## src/rtl/thermal_alarm_pkg.sv

```systemverilog
// Package: shared constants for the temperature alarm block.
// Assumes 8-bit status and configuration bytes with fixed bit meanings.
package thermal_alarm_pkg;
    localparam int STAT_W   = 8;
    localparam int CFG_W    = 8;
    localparam int NUM_FLAG = 5;
    localparam int NUM_CMP  = 4;

    // status byte bit positions
    localparam int SB_LCRIT = 0;
    localparam int SB_RCRIT = 1;
    localparam int SB_ROPEN = 2;
    localparam int SB_RHIGH = 4;
    localparam int SB_LHIGH = 6;

    // configuration bit positions
    localparam int CB_INT_POL  = 1;
    localparam int CB_LCRIT_MK = 2;
    localparam int CB_RCRIT_MA = 3;
    localparam int CB_RCRIT_MB = 4;
    localparam int CB_RCRIT_MC = 5;
    localparam int CB_INT_MK   = 7;

    // flag slots inside the block
    localparam int FL_LCRIT = 0;
    localparam int FL_RCRIT = 1;
    localparam int FL_ROPEN = 2;
    localparam int FL_RHIGH = 3;
    localparam int FL_LHIGH = 4;

    // comparator slots
    localparam int CM_LCRIT = 0;
    localparam int CM_RCRIT = 1;
    localparam int CM_RHIGH = 2;
    localparam int CM_LHIGH = 3;

    typedef enum logic {
        CH_LOCAL  = 1'b0,
        CH_REMOTE = 1'b1
    } chan_e;
endpackage

```

## src/rtl/limit_compare.sv

```systemverilog
// Module: limit_compare
// Reports whether a reading lies strictly above a limit. SIGNED_CMP=1
// selects two's complement ordering, 0 selects unsigned ordering.
// Assumes reading and limit share the same width and encoding.
module limit_compare #(
    parameter int W          = 8,
    parameter bit SIGNED_CMP = 1'b1
) (
    input  logic [W-1:0] reading,
    input  logic [W-1:0] limit,
    output logic         above
);
    generate
        if (SIGNED_CMP) begin : g_signed
            // signed strict greater-than
            always_comb above = $signed(reading) > $signed(limit);
        end else begin : g_unsigned
            // unsigned strict greater-than
            always_comb above = reading > limit;
        end
    endgenerate
endmodule

```

## src/rtl/sticky_flag.sv

```systemverilog
// Module: sticky_flag
// One status flag: set by an exceeding comparison, cleared by a status
// read only when the latest comparison for it did not exceed. Keeps the
// latest comparison result so a read long after a conversion can decide.
// Assumes evt and rd are single-cycle pulses from the clk domain.
module sticky_flag (
    input  logic clk,
    input  logic rst_n,
    input  logic evt,
    input  logic cond,
    input  logic rd,
    output logic flag
);
    logic cond_q;
    logic cond_now;
    logic flag_d;

    // latest condition, taking a same-cycle conversion into account
    always_comb cond_now = evt ? cond : cond_q;

    // set wins; a read only clears when the latest condition is gone
    always_comb flag_d = (evt & cond) | (flag & ~(rd & ~cond_now));

    // state update with synchronous reset
    always_ff @(posedge clk) begin
        if (!rst_n) begin
            flag   <= 1'b0;
            cond_q <= 1'b0;
        end else begin
            flag   <= flag_d;
            cond_q <= cond_now;
        end
    end


    flag_rise_chk: assert property (@(posedge clk) disable iff (!rst_n)
        $rose(flag) |-> $past(evt && cond));


    flag_fall_chk: assert property (@(posedge clk) disable iff (!rst_n)
        $fell(flag) |-> $past(rd));


    flag_hold_chk: assert property (@(posedge clk) disable iff (!rst_n)
        (flag && !rd) |=> flag);


    coincident_read_chk: assert property (@(posedge clk) disable iff (!rst_n)
        (rd && evt && cond) |=> flag);
endmodule

```

## src/rtl/alarm_drive.sv

```systemverilog
// Module: alarm_drive
// Turns the flags into pull-down enables for two open-drain pins.
// Interrupt: maskable, selectable polarity. Critical: per-channel masks,
// active low. Purely combinational; flags arrive from registers.
module alarm_drive (
    input  logic lhigh,
    input  logic rhigh,
    input  logic lcrit,
    input  logic rcrit,
    input  logic int_mask,
    input  logic int_pol_high,
    input  logic lcrit_mask,
    input  logic rcrit_mask_a,
    input  logic rcrit_mask_b,
    input  logic rcrit_mask_c,
    output logic int_drive_en,
    output logic crit_drive_en
);
    logic int_active;
    logic rcrit_open_path;

    // interrupt is active on any high flag unless masked
    always_comb int_active = (lhigh | rhigh) & ~int_mask;

    // active-high pin pulls low while idle, active-low pulls while active
    always_comb int_drive_en = int_pol_high ? ~int_active : int_active;

    // any of the three remote masks blocks the remote path
    always_comb rcrit_open_path = ~(rcrit_mask_a | rcrit_mask_b | rcrit_mask_c);

    // critical pin pulls low while any unmasked critical flag is set
    always_comb crit_drive_en = (lcrit & ~lcrit_mask) | (rcrit & rcrit_open_path);
endmodule

```

## src/rtl/thermal_alarm.sv

```systemverilog
// Module: thermal_alarm (top)
// Compares each completed local or remote reading to its high limit and
// to the shared critical limit, keeps five sticky flags and drives the
// interrupt and critical alarm enables. An open remote input is treated
// as the largest positive reading. Assumes conv_done and stat_rd are
// single-cycle pulses and the limits and config are held stable.
module thermal_alarm
    import thermal_alarm_pkg::*;
#(
    parameter int DATA_W = 8
) (
    input  logic              clk,
    input  logic              rst_n,
    input  logic              conv_done,
    input  logic              conv_chan,
    input  logic [DATA_W-1:0] conv_value,
    input  logic              conv_open,
    input  logic [DATA_W-1:0] lim_local_high,
    input  logic [DATA_W-1:0] lim_remote_high,
    input  logic [DATA_W-1:0] lim_crit,
    input  logic [CFG_W-1:0]  cfg,
    input  logic              stat_rd,
    output logic [STAT_W-1:0] status,
    output logic              int_drive_en,
    output logic              crit_drive_en
);
    localparam logic [DATA_W-1:0] OPEN_CODE = {1'b0, {(DATA_W-1){1'b1}}};

    logic              evt_local;
    logic              evt_remote;
    logic              remote_is_open;
    logic [DATA_W-1:0] reading_eff;
    logic [DATA_W-1:0] cmp_lim [NUM_CMP];
    logic              cmp_hit [NUM_CMP];
    logic              fl_evt  [NUM_FLAG];
    logic              fl_cond [NUM_FLAG];
    logic              fl_q    [NUM_FLAG];
    logic              unused_cfg;

    // config bits with no function here
    always_comb unused_cfg = cfg[0] ^ cfg[6];

    // decode the completion strobe per channel
    always_comb begin
        evt_local  = conv_done & (conv_chan == CH_LOCAL);
        evt_remote = conv_done & (conv_chan == CH_REMOTE);
    end

    // an open remote input reads as the top positive code
    always_comb begin
        remote_is_open = (conv_chan == CH_REMOTE) & conv_open;
        reading_eff    = remote_is_open ? OPEN_CODE : conv_value;
    end

    // limit routing to the comparator slots
    always_comb begin
        cmp_lim[CM_LCRIT] = lim_crit;
        cmp_lim[CM_RCRIT] = lim_crit;
        cmp_lim[CM_RHIGH] = lim_remote_high;
        cmp_lim[CM_LHIGH] = lim_local_high;
    end

    generate
        for (genvar i = 0; i < NUM_CMP; i++) begin : g_cmp
            limit_compare #(.W(DATA_W), .SIGNED_CMP(1'b1)) u_cmp (
                .reading (reading_eff),
                .limit   (cmp_lim[i]),
                .above   (cmp_hit[i])
            );
        end
    endgenerate

    // event and condition per flag slot
    always_comb begin
        fl_evt[FL_LCRIT]  = evt_local;
        fl_cond[FL_LCRIT] = cmp_hit[CM_LCRIT];
        fl_evt[FL_RCRIT]  = evt_remote;
        fl_cond[FL_RCRIT] = cmp_hit[CM_RCRIT];
        fl_evt[FL_ROPEN]  = evt_remote;
        fl_cond[FL_ROPEN] = conv_open;
        fl_evt[FL_RHIGH]  = evt_remote;
        fl_cond[FL_RHIGH] = cmp_hit[CM_RHIGH];
        fl_evt[FL_LHIGH]  = evt_local;
        fl_cond[FL_LHIGH] = cmp_hit[CM_LHIGH];
    end

    generate
        for (genvar f = 0; f < NUM_FLAG; f++) begin : g_flag
            sticky_flag u_flag (
                .clk   (clk),
                .rst_n (rst_n),
                .evt   (fl_evt[f]),
                .cond  (fl_cond[f]),
                .rd    (stat_rd),
                .flag  (fl_q[f])
            );
        end
    endgenerate

    // assemble the status byte; unused positions stay zero
    always_comb begin
        status           = '0;
        status[SB_LCRIT] = fl_q[FL_LCRIT];
        status[SB_RCRIT] = fl_q[FL_RCRIT];
        status[SB_ROPEN] = fl_q[FL_ROPEN];
        status[SB_RHIGH] = fl_q[FL_RHIGH];
        status[SB_LHIGH] = fl_q[FL_LHIGH];
    end

    alarm_drive u_drive (
        .lhigh         (fl_q[FL_LHIGH]),
        .rhigh         (fl_q[FL_RHIGH]),
        .lcrit         (fl_q[FL_LCRIT]),
        .rcrit         (fl_q[FL_RCRIT]),
        .int_mask      (cfg[CB_INT_MK]),
        .int_pol_high  (cfg[CB_INT_POL]),
        .lcrit_mask    (cfg[CB_LCRIT_MK]),
        .rcrit_mask_a  (cfg[CB_RCRIT_MA]),
        .rcrit_mask_b  (cfg[CB_RCRIT_MB]),
        .rcrit_mask_c  (cfg[CB_RCRIT_MC]),
        .int_drive_en  (int_drive_en),
        .crit_drive_en (crit_drive_en)
    );


    local_high_set_chk: assert property (@(posedge clk) disable iff (!rst_n)
        (conv_done && conv_chan == CH_LOCAL &&
         $signed(conv_value) > $signed(lim_local_high)) |=> status[SB_LHIGH]);


    open_set_chk: assert property (@(posedge clk) disable iff (!rst_n)
        (conv_done && conv_chan == CH_REMOTE && conv_open) |=> status[SB_ROPEN]);


    int_polarity_chk: assert property (@(posedge clk) disable iff (!rst_n)
        (!cfg[CB_INT_MK] && (status[SB_RHIGH] || status[SB_LHIGH]))
        |-> (int_drive_en == !cfg[CB_INT_POL]));


    crit_source_chk: assert property (@(posedge clk) disable iff (!rst_n)
        crit_drive_en |-> (status[SB_LCRIT] || status[SB_RCRIT]));


    int_masked_chk: assert property (@(posedge clk) disable iff (!rst_n)
        cfg[CB_INT_MK] |-> (int_drive_en == cfg[CB_INT_POL]));
endmodule

```

## config.mk

```make
export PLATFORM = sky130hd
export DESIGN_NAME = thermal_alarm
export DESIGN_NICKNAME = d
export VERILOG_FILES = /design/src/rtl/thermal_alarm_pkg.sv /design/src/rtl/limit_compare.sv /design/src/rtl/sticky_flag.sv /design/src/rtl/alarm_drive.sv /design/src/rtl/thermal_alarm.sv
export SDC_FILE = /design/constraint.sdc
export NUM_CORES = 1
export LEC_CHECK = 0
export BUFFER_PORTS_ARGS = -buffer_cell sky130_fd_sc_hd__buf_4
export CORE_MARGIN = 2
export CORE_UTILIZATION = 47
export CTS_CLUSTER_SIZE = 40
export DETAILED_ROUTE_END_ITERATION = 8
export GPL_ROUTABILITY_DRIVEN = 0
export PLACE_DENSITY = 0.88
export SYNTH_ARGS = -nofsm -noshare
export SYNTH_HDL_FRONTEND = slang
export SYNTH_SLANG_ARGS = --single-unit
```

## constraint.sdc

```tcl
create_clock -name clk -period 2 [get_ports clk]
set_input_delay 0.2 -clock clk [delete_from_list [all_inputs] [get_ports clk]]
set_output_delay 0.2 -clock clk [all_outputs]
set_load 0.01 [all_outputs]
```

Yosys cells after proc, flatten, opt, wreduce, memory -nomap -nowiden

Cells that the tools add are included.

Register bits: 10
Output and inout port bits: 10

Order comparisons: 3
Muxes and demuxes: 7
Bitwise gates (word level): 45

Operators with widths:

| kind          | count |
|---|---|
| $gt A8 B8 Y1  | 3 |
| $and A1 B1 Y1 | 21 |
| $not A1 Y1    | 15 |
| $or A1 B1 Y1  | 9 |
| $mux W8       | 1 |
| $mux W1       | 6 |

Depth between registers and ports, before layout

Word-level depth: 9
Gate-level depth with buffers: 8
Gate-level depth less buffers: 8

Cells and area by module

From an unflattened synthesis, not the netlist that was laid out.

Cell total of the unflattened synthesis: 181
Area total of the unflattened synthesis: 1426.4 µm²

By module, submodules not included:

| module        | instances | cells each | area an instance (µm²) |
|---|---|---|---|
| limit_compare | 4         | 30         | 210.2 |
| sticky_flag   | 5         | 8          | 86.3 |
| thermal_alarm | 1         | 16         | 118.9 |
| alarm_drive   | 1         | 5          | 35.0 |

Least setup slack after synthesis

OpenSTA, ideal clock, no wires.

Path type: input port to flip-flop
From: in conv_open
To: reg g_flag[0].u_flag.cond_q
Setup time: 0.121 ns
Arrival time: 1.581 ns
Required time: 1.879 ns
Path slack: 0.297 ns
Cell stages on the path: 8
Buffers on the path: 0
Cells stage by stage: nand2_1 -> and2_1 -> ha_1 -> and4_4 -> o2111ai_2 -> o211ai_2 -> mux2i_1 -> a21boi_1

Longest elaborated chain between the ends: 4

Ends and longest elaborated chain:

| element                | line                | RTL |
|---|---|---|
| start: declaration     | thermal_alarm.sv:17 | `input logic conv_open,` |
| $and A1 B1 Y1          | thermal_alarm.sv:51 | `remote_is_open = (conv_chan == CH_REMOTE) & conv_open;` |
| $mux W8                | thermal_alarm.sv:52 | `reading_eff = remote_is_open ? OPEN_CODE : conv_value;` |
| $gt A8 B8 Y1           | limit_compare.sv:16 | `always_comb above = $signed(reading) > $signed(limit);` |
| $mux W1                | sticky_flag.sv:19   | `always_comb cond_now = evt ? cond : cond_q;` |
| end signal: assignment | sticky_flag.sv:31   | `cond_q <= cond_now;` |
| end: declaration       | sticky_flag.sv:14   | `logic cond_q;` |

No other way between the ends.
A chain may end at the register's enable or synchronous reset.

Worst setup path in the final report

From: in conv_open
To: reg g_flag[3].u_flag.flag

Longest elaborated chain between the ends: 9

Ends and longest elaborated chain:

| element                | line                | RTL |
|---|---|---|
| $and A1 B1 Y1 *        | thermal_alarm.sv:51 |  |
| $mux W8 *              | thermal_alarm.sv:52 |  |
| $gt A8 B8 Y1 *         | limit_compare.sv:16 |  |
| $mux W1                | sticky_flag.sv:19   |  |
| $not A1 Y1             | sticky_flag.sv:22   | `always_comb flag_d = (evt & cond) \| (flag & ~(rd & ~cond_now));` |
| $and A1 B1 Y1          | sticky_flag.sv:22   |  |
| $not A1 Y1             | sticky_flag.sv:22   |  |
| $and A1 B1 Y1          | sticky_flag.sv:22   |  |
| $or A1 B1 Y1 *         | sticky_flag.sv:22   |  |
| end signal: assignment | sticky_flag.sv:30   | `flag <= flag_d;` |
| end: declaration       | sticky_flag.sv:12   | `output logic flag` |

Mark *: on every way between the ends. The rest lies on a longest branch, timed or not.

==> metrics <==
syn_area_per_cell=8.04 um^2; synthesized cell area=1190 um^2; Pwr Density=432 nW/um^2; TritonRoute pass-1 iters=4; Hold Path Depth=2; full die area=2950 um^2; P&R area growth vs syn=34.3%; Slew Viols, Final=0; Lkg Pwr=0.860 nW; cell area after layout=1600 um^2; total track usage=20.2%; Inserted Clock Buffers=3; CTS Hold Bufs=0; Routed Antenna Nets=0; detail-routed net length per standard cell=12.5 um; vias in the first global route=1,124; Peak VDD IR=540 uV; grt total ovfl=0; synth unique cells=35; area share of the largest cell type after synthesis=25.2%; R2R Path Start=g_flag[3].u_flag.cond_q; Fin Hold WS=0.205 ns; CP Capture Type=flop; Vias=1,190; fin cells=227; Crit Path Category=input port to flop; WP buf/inv=1; CP required=2.17 ns; Final Hold Fails=0; Yosys reg bits=10; ant diodes=0; worst-path cell chain=buf_4, nand2_1, nand2b_1, ha_1, a21o_1, a31oi_1, nand3b_1, o221a_1, o21a_1; total of max-cap violations=0; Achievable Freq=562 MHz; initial antenna violation count=0; Hold Path Sink=g_flag[3].u_flag.flag; die extent in y=54.3 um; Vias/cell=5.24; detailed-route DRC error count=0; CTS tree=yes; port buffer count=50; final clock skew=0.000155 ns; # clock sinks=10; Post-DP Area=1560 um^2; Starting Density=48.9%; core outline area=2430 um^2; setup violators final=0; Clock power frac=26.2%; clk buf depth=2; Critical Path Slowest Stage Cell=ha_1; placed insts=223; worst flop-to-flop path endpoint=g_flag[3].u_flag.flag; nature of the critical path startpoint=input port; clk slew on worst S/H paths=0.07 ns; Post-Syn Instances=148; status=finished clean; top post-synthesis cells by area=ha_1 (25%), dfxtp_1 (17%), inv_1 (7.3%), buf_4 (5.0%), nand2_1 (5.0%); Layout fillers=203; NumNets Final=268; DP HPWL=2490 um; worst skew pair latency=0.27 ns; leading area contributor after synthesis=ha_1; crit-path max FO=7; RSZ-0062 raised after global routing=no; starting DRC count in detailed routing=7; share of post-route cells with drive strength above 1=32.5%; CP top delay family=compound AO/OA/AOI/OAI gates; first-pass GRT wire length=4420 um; Min Clock Period, post-route=1.78 ns; Sw Share=30.6%; fin crit share=88.9%; R2R depth=3; final wirelength=2830 um; Total Neg Setup Slack=0 ns; pin count of the biggest net entering global routing=11; P_int=0.000480 W; setup bufs post-CTS=0; Resized Gates After CTS=0; sequential power share=31.9%; hold_sp=rst_n; root buf cell=clkbuf_4; Worst R2R Setup Slack=1.25 ns; num ports=56; Psw=0.000211 W; Placement Rows=18; Worst Hold Class=input port to flop; die width=54.3 um; H-tree Lvls=1; register area share after synthesis=16.8%; slowest stage delay, CP=0.32 ns; synthesis warning total=0; combinational share of power=41.9%; Data arrival, critical path=1.95 ns
## cell usage after synthesis
cell       count
a2111o_1       1
o211ai_2       1
nand2_1       16
buf_1          1
a21oi_1        8
nor3_1         2
o21a_1         2
conb_1         1
and4_4         2
a31oi_1        1
nor2b_2        1
o21ai_0        1
mux2i_1        2
and2_0         1
nand3b_1       1
nand2b_1       7
inv_1         23
nand3_1        1
and2_1         2
nor2_1         4
or4b_1         1
nor2b_1        3
dfxtp_1       10
nand4_1        4
o221ai_2       1
a21boi_0       2
o2111ai_2      1
ha_1          24
a21o_1         3
buf_4          8
xor2_1         1
o221a_1        1
o211ai_1       2
a21boi_1       7
nor3b_2        2
## cell type report
class	count	area, um^2	area share, %
flip-flops and latches	10	200	12.5
repair buffers	52	390	24.4
multi-input cells	108	847	53.0
well taps	30	37.5	2.35
clock buffers	4	36.3	2.27
inverters	23	86.3	5.40
## sequential cells by signal (all words and copies together), names as in the netlist
signal,cells
g_flag.u_flag.cond_q,5
g_flag.u_flag.flag,5
## logic make-up after synthesis
group                      count (synthesis)  synth area share [%]
and+or+nand+nor                           47                  22.7
buffers and inverters                     32                  12.6
AOI/OAI and AO/OA                         31                  19.9
adders and majority gates                 24                  25.2
DFF                                       10                  16.8
muxes                                      2                  1.68
other                                      1                 0.315
xor gates and xnor gates                   1                 0.736
## placed cells by master, fill, tap and decap left out, drive strengths merged, types with 2 or more instances in the layout
master	instances
buf	52
ha	24
inv	23
nand2	16
dfxtp	10
a21boi	9
a21oi	8
nand2b	7
nor2	4
nand4	4
nor2b	4
clkbuf	4
a21o	3
conb	3
and2	3
o211ai	3
and4	2
nor3	2
nor3b	2
mux2i	2
o21a	2
## metal layers
metal / up-vias / GRT usage [%] / part of all wire, %
li1: 599 / - / -
met1: 559 / 23.4 / 42
met2: 32 / 39.4 / 54
met3: 0 / 3.55 / 4.3
met4: 0 / 1.67 / 0
met5: - / 0 / 0
## through the flow
stage                     util (%)  total power [W]  worst slack [ns]
after global routing          65.7         0.000742             0.111
after floorplan                  -         0.000401             0.297
after detailed placement      64.2         0.000513           -0.0493
final                         65.7         0.000690             0.222
after CTS                     65.7         0.000697             0.243
after global placement        64.2         0.000494            0.0467
## how the worst max path moves through the flow
stage               cells past startpoint      start                      end
floorplan                               8  conv_open  g_flag[0].u_flag.cond_q
global placement                        9  conv_open    g_flag[1].u_flag.flag
detailed placement                      9  conv_open    g_flag[3].u_flag.flag
CTS                                     9  conv_open    g_flag[3].u_flag.flag
global route                            9  conv_open  g_flag[3].u_flag.cond_q
finish                                  9  conv_open    g_flag[3].u_flag.flag
## power by group through the flow
| stage | Combinational (W) | Clock (W) | Sequential, W |
|---|---|---|---|
| 2_1_floorplan | 0.000178 | 0 | 0.000222 |
| 3_3_place_gp | 0.000270 | 0 | 0.000224 |
| 3_5_place_dp | 0.000289 | 0 | 0.000225 |
| 4_1_cts | 0.000290 | 0.000187 | 0.000220 |
| 5_1_grt | 0.000325 | 0.000195 | 0.000222 |
| 6_report | 0.000290 | 0.000181 | 0.000220 |
## worst register-to-register path: cells and delay by family (launching register included)
family	cells	cell delay [ns]
AND/OR/NAND/NOR	1	0.05
AO/OA/AOI/OAI	2	0.33
flip-flops	1	0.33
Note: power is estimated with default switching activity, not from simulation.
